[src/rtl/swd_host_engine.sv]
module swd_host_engine #(
  parameter int DIV_W = 8
) (
  input  logic             clk,
  input  logic             rst_n,
  input  logic [DIV_W-1:0] half_div,
  input  logic             cmd_valid,
  output logic             cmd_ready,
  input  logic             cmd_ap,
  input  logic             cmd_read,
  input  logic [1:0]       cmd_addr,
  input  logic [31:0]      cmd_wdata,
  output logic             rsp_valid,
  input  logic             rsp_ready,
  output logic [2:0]       rsp_ack,
  output logic [31:0]      rsp_rdata,
  output logic             rsp_perr,
  output logic             swclk,
  output logic             swdio_o,
  output logic             swdio_oe,
  input  logic             swdio_i
);

  localparam logic [2:0] ACK_OK = 3'b001;
  localparam int WORD_BITS = 33;

  typedef enum logic [3:0] {
    S_IDLE, S_REQ, S_TRN_A, S_ACK, S_RDAT, S_TRN_W, S_WDAT, S_TRN_E, S_RESP
  } st_t;

  st_t                  st;
  logic [DIV_W-1:0]     cnt;
  logic                 ph;
  logic [5:0]           bcnt;
  logic [7:0]           req_sr;
  logic [WORD_BITS-1:0] tx, rx;
  logic [2:0]           ack_q;
  logic                 rd_q, clk_q, o_q, oe_q;

  wire [DIV_W-1:0] half     = (half_div == '0) ? DIV_W'(1) : half_div;
  wire             tick     = (cnt == half - DIV_W'(1));
  wire             sample   = (st == S_ACK) || (st == S_RDAT);
  wire             req_par  = cmd_ap ^ cmd_read ^ cmd_addr[0] ^ cmd_addr[1];
  wire [2:0]       ack_in   = rx[WORD_BITS-1 -: 3];
  wire             rd_ok    = rd_q && (ack_q == ACK_OK);

  always_ff @(posedge clk or negedge rst_n) begin
    if (!rst_n) begin
      st     <= S_IDLE;
      cnt    <= '0;
      ph     <= 1'b0;
      bcnt   <= '0;
      req_sr <= '0;
      tx     <= '0;
      rx     <= '0;
      ack_q  <= '0;
      rd_q   <= 1'b0;
      clk_q  <= 1'b0;
      o_q    <= 1'b0;
      oe_q   <= 1'b1;
    end else begin
      case (st)
        S_IDLE: if (cmd_valid) begin
          req_sr <= {1'b1, 1'b0, req_par, cmd_addr[1], cmd_addr[0], cmd_read, cmd_ap, 1'b1};
          tx     <= {^cmd_wdata, cmd_wdata};
          rd_q   <= cmd_read;
          ack_q  <= '0;
          o_q    <= 1'b1;
          oe_q   <= 1'b1;
          bcnt   <= '0;
          cnt    <= '0;
          ph     <= 1'b0;
          st     <= S_REQ;
        end
        S_RESP: if (rsp_ready) st <= S_IDLE;
        default: begin
          if (!tick) begin
            cnt <= cnt + DIV_W'(1);
          end else begin
            cnt <= '0;
            if (!ph) begin
              ph    <= 1'b1;
              clk_q <= 1'b1;
              if (sample) rx <= {swdio_i, rx[WORD_BITS-1:1]};
            end else begin
              ph    <= 1'b0;
              clk_q <= 1'b0;
              bcnt  <= bcnt + 6'd1;
              case (st)
                S_REQ: begin
                  req_sr <= req_sr >> 1;
                  o_q    <= req_sr[1];
                  if (bcnt == 6'd7) begin
                    oe_q <= 1'b0;
                    bcnt <= '0;
                    st   <= S_TRN_A;
                  end
                end
                S_TRN_A: begin
                  bcnt <= '0;
                  st   <= S_ACK;
                end
                S_ACK: if (bcnt == 6'd2) begin
                  ack_q <= ack_in;
                  bcnt  <= '0;
                  if (ack_in != ACK_OK) st <= S_TRN_E;
                  else if (rd_q)        st <= S_RDAT;
                  else                  st <= S_TRN_W;
                end
                S_RDAT: if (bcnt == 6'(WORD_BITS - 1)) begin
                  bcnt <= '0;
                  st   <= S_TRN_E;
                end
                S_TRN_W: begin
                  oe_q <= 1'b1;
                  o_q  <= tx[0];
                  tx   <= tx >> 1;
                  bcnt <= '0;
                  st   <= S_WDAT;
                end
                S_WDAT: begin
                  if (bcnt == 6'(WORD_BITS - 1)) begin
                    o_q <= 1'b0;
                    st  <= S_RESP;
                  end else begin
                    o_q <= tx[0];
                    tx  <= tx >> 1;
                  end
                end
                S_TRN_E: begin
                  oe_q <= 1'b1;
                  o_q  <= 1'b0;
                  st   <= S_RESP;
                end
                default: st <= S_IDLE;
              endcase
            end
          end
        end
      endcase
    end
  end

  assign cmd_ready = (st == S_IDLE);
  assign rsp_valid = (st == S_RESP);
  assign rsp_ack   = ack_q;
  assign rsp_rdata = rd_ok ? rx[31:0] : 32'd0;
  assign rsp_perr  = rd_ok & (^rx);
  assign swclk     = clk_q;
  assign swdio_o   = o_q;
  assign swdio_oe  = oe_q;

endmodule

[config.mk]
export PLATFORM = sky130hd
export DESIGN_NAME = swd_host_engine
export DESIGN_NICKNAME = d
export VERILOG_FILES = /design/src/rtl/swd_host_engine.sv
export SDC_FILE = /design/constraint.sdc
export NUM_CORES = 1
export LEC_CHECK = 0
export BUFFER_PORTS_ARGS = -buffer_cell sky130_fd_sc_hd__clkbuf_2
export CELL_PAD_IN_SITES_DETAIL_PLACEMENT = 1
export CELL_PAD_IN_SITES_GLOBAL_PLACEMENT = 2
export CORE_MARGIN = 2
export CORE_UTILIZATION = 40
export CTS_CLUSTER_DIAMETER = 60
export CTS_CLUSTER_SIZE = 25
export DETAILED_ROUTE_END_ITERATION = 8
export PLACE_DENSITY = 0.95
export SETUP_SLACK_MARGIN = 0.4
export SLEW_MARGIN = 0
export SYNTH_ARGS = -nofsm -noshare
export SYNTH_HDL_FRONTEND = slang
export SYNTH_SLANG_ARGS = --single-unit
[constraint.sdc]
create_clock -name clk -period 6.25 [get_ports clk]
set_input_delay 1.875 -clock clk [delete_from_list [all_inputs] [get_ports clk]]
set_output_delay 1.875 -clock clk [all_outputs]
set_load 0.05 [all_outputs]
==> flow_summary.json <==
{
  "status": "completed",
  "drv_cap": 0,
  "area_growth_pct": 15.4,
  "yosys-top-cells-area": "dfrtp_1 (41%), mux2_2 (11%), mux2_1 (9.5%)",
  "globalRouteTotalUtil_pct": 18.5,
  "min_period_over_period_pct": 77.1,
  "path_buf_inv": 2,
  "h-tree-depth": 3,
  "dpl.hpwl_mm": 10.4,
  "required_ns": 6.47,
  "min_path_cells": 1,
  "crit_path_start_kind": "input pin",
  "reg2reg_depth": 8,
  "synth_edf_count": 0,
  "hold_buffers": 0,
  "ant_nets": 0,
  "slowest_stage": "nor4b_4",
  "synth.most_common_cell": "dfrtp_1",
  "port_buffers": 89,
  "hold_class": "reg -> reg",
  "cts_tree": "yes",
  "cts_made_buffers": 9,
  "fillers": 1615,
  "endpoint_kind": "flop",
  "num_vias": 4291,
  "max_freq_ghz": 0.207,
  "netlist_instances": 535,
  "syn-cell-area_sq_mm": 0.00592,
  "grt_max_degree": 63,
  "crit_path_start": "half_div[3]",
  "routed_via_density": 5.34,
  "slew_violations": 0,
  "antenna_cells": 0,
  "grt_pass1_vias": 4762,
  "async_flop_share_pct": 100,
  "start_util_pct": 40.9,
  "final-hold-violation-count": 0,
  "grt_setup_unrepaired": "false",
  "die_w_microns": 126,
  "drc_errors": 0,
  "clockBufferDepth": 2,
  "cp.arrival_ns": 5.04,
  "numClockSinks": 99,
  "cts_resized": 0,
  "tns_ns": 0,
  "worstPathCellList": "clkbuf_2 -> nor3_4 -> a31oi_1 -> ha_1 -> nand2b_1 -> a211oi_1 -> o32ai_1 -> nor4b_4 -> a31oi_2 -> a211oi_4 -> buf_4 -> mux2_1",
  "insertion_delay_ns": 0.34,
  "drt_iter0_drc": 104,
  "fin_area_sq_mm": 0.00683,
  "slew_headroom_pct": 22.7,
  "overflow": 0,
  "cp.depth": 12,
  "ys_ff_latch": 99,
  "synth_cell_type_count": 64,
  "synth_commonest_cells": "dfrtp_1 (98), xnor2_1 (63), mux2_2 (58)",
  "yosys.area.top_type": "dfrtp_1",
  "finalCriticalPeriod_ns": 4.82,
  "dr.pass1.iters": 4,
  "rr_startpoint": "cnt[4]",
  "power_density_mw_per_mm2": 267,
  "io_pins": 90,
  "antenna_found_initial": 0,
  "worstHoldStart": "req_sr[7]",
  "r2r_setup_slack_ns": 3.34,
  "tightestPinTransition_ns": 1.16,
  "path_delay_family": "compound AO/OA/AOI/OAI gates",
  "critPathMaxFanout": 33,
  "cts_root_buf": "clkbuf_16",
  "place_area_sq_mm": 0.00651,
  "vdd_drop_max_v": 0.000129,
  "rows": 44,
  "clkTransAtPathRegs_ns": 0.07,
  "yosysWarningCount": 0,
  "die_area_sq_mm": 0.0158,
  "leakage_uw": 0.00328,
  "skew_ns": 0.00793,
  "fin_util_pct": 47.2,
  "grt_pass1_wl_mm": 23.9,
  "synth_top_area_share_pct": 41.4,
  "syn_avg_cell_area_sq_um": 11.1,
  "synth_ff_type": "dfrtp_1",
  "pre_cts_ws_ns": 1.08,
  "totalWireLength_mm": 14.1,
  "setup_viol": 0,
  "worst-setup-path-type": "in -> reg",
  "avgRoutedWirePerCell_microns": 17.6,
  "synth_nets": 590,
  "die_y_microns": 126,
  "worst_slack_ns": 1.43,
  "drive_above_1_share_pct": 28.8,
  "fin_nets": 669,
  "place_congestion": 0.837,
  "core_area_sq_mm": 0.0145,
  "max_stage_delay_ns": 0.45,
  "cts_setup_buffers": 0,
  "seq_area_frac_synth_pct": 41.9
}
==> logic make-up after synthesis <==
| group | Yosys count | share of synthesized area (%) |
|---|---|---|
| compound gates | 64 | 8.31 |
| fa+ha+maj | 6 | 1.27 |
| mux | 111 | 21.1 |
| simple gates | 141 | 13.0 |
| flops | 99 | 41.9 |
| buf+inv | 38 | 3.19 |
| xor+xnor | 76 | 11.2 |
==> power breakdown <==
group,internal (uW),switching (uW),leakage [uW]
clock network,362,242,0.000157
registers,689,86.8,0.00134
logic,183,259,0.00178
==> metrics by stage <==
step                total power [uW]  instances  hold WS [ns]
detailed placement              1230        787         0.470
floorplan                       1090        535         0.442
CTS                             1840        803         0.486
finish                          1820        803         0.487
global placement                1200        787         0.456
global route                    1920        803         0.512
==> state kept, by name, indices dropped and copies added (netlist names) <==
register / count
bcnt: 6
cnt: 8
ph: 1
rd_q: 1
req_sr: 7
rsp_ack: 3
rx: 33
st: 4
swclk: 1
swdio_o: 1
swdio_oe: 1
tx: 33
==> final timing paths <==
kind | to
setup reg to reg | tx[9]
hold / removal | req_sr[7]
min in group asynchronous | tx[21]
hold reg to reg | req_sr[7]
max in group asynchronous | rx[28]
setup / recovery | tx[9]
==> layer usage <==
metal | GRT usage, % | part of all wire, % | vias to the layer above
met1 | 22.9 | 43 | 2165
met5 | 0 | 0 | -
met4 | 6.27 | 1.7 | 0
met2 | 33.4 | 52 | 73
met3 | 2.34 | 2.9 | 18
li1 | - | - | 2035
==> area by class of cell <==
| type | count | area [sq um] | share of cell area [%] |
|---|---|---|---|
| clock buffers | 12 | 246 | 3.61 |
| well taps | 184 | 230 | 3.37 |
| multi-input cells | 398 | 3270 | 47.9 |
| clock inverters | 4 | 73.8 | 1.08 |
| flip-flops and latches | 99 | 2480 | 36.3 |
| repair buffers | 93 | 478 | 7.00 |
| inverters | 13 | 48.8 | 0.715 |
==> cells in the final DEF, fill, tap and decap left out, types with 5 or more instances in the layout <==
master	Yosys	final
nor2_1	23	22
nand4_1	5	5
mux2_1	50	50
inv_1	12	12
buf_4	0	5
nor2b_1	7	7
and2_1	35	35
dfrtp_1	98	98
o21ai_0	10	10
ha_1	6	6
clkbuf_16	0	9
or3_1	5	5
nand3_1	7	7
mux2_2	58	58
nand2_1	30	30
a21oi_1	10	10
nor3_1	8	8
xnor2_1	63	63
xor2_1	13	13
clkbuf_2	0	88
Power figures use the tool's default switching activity.
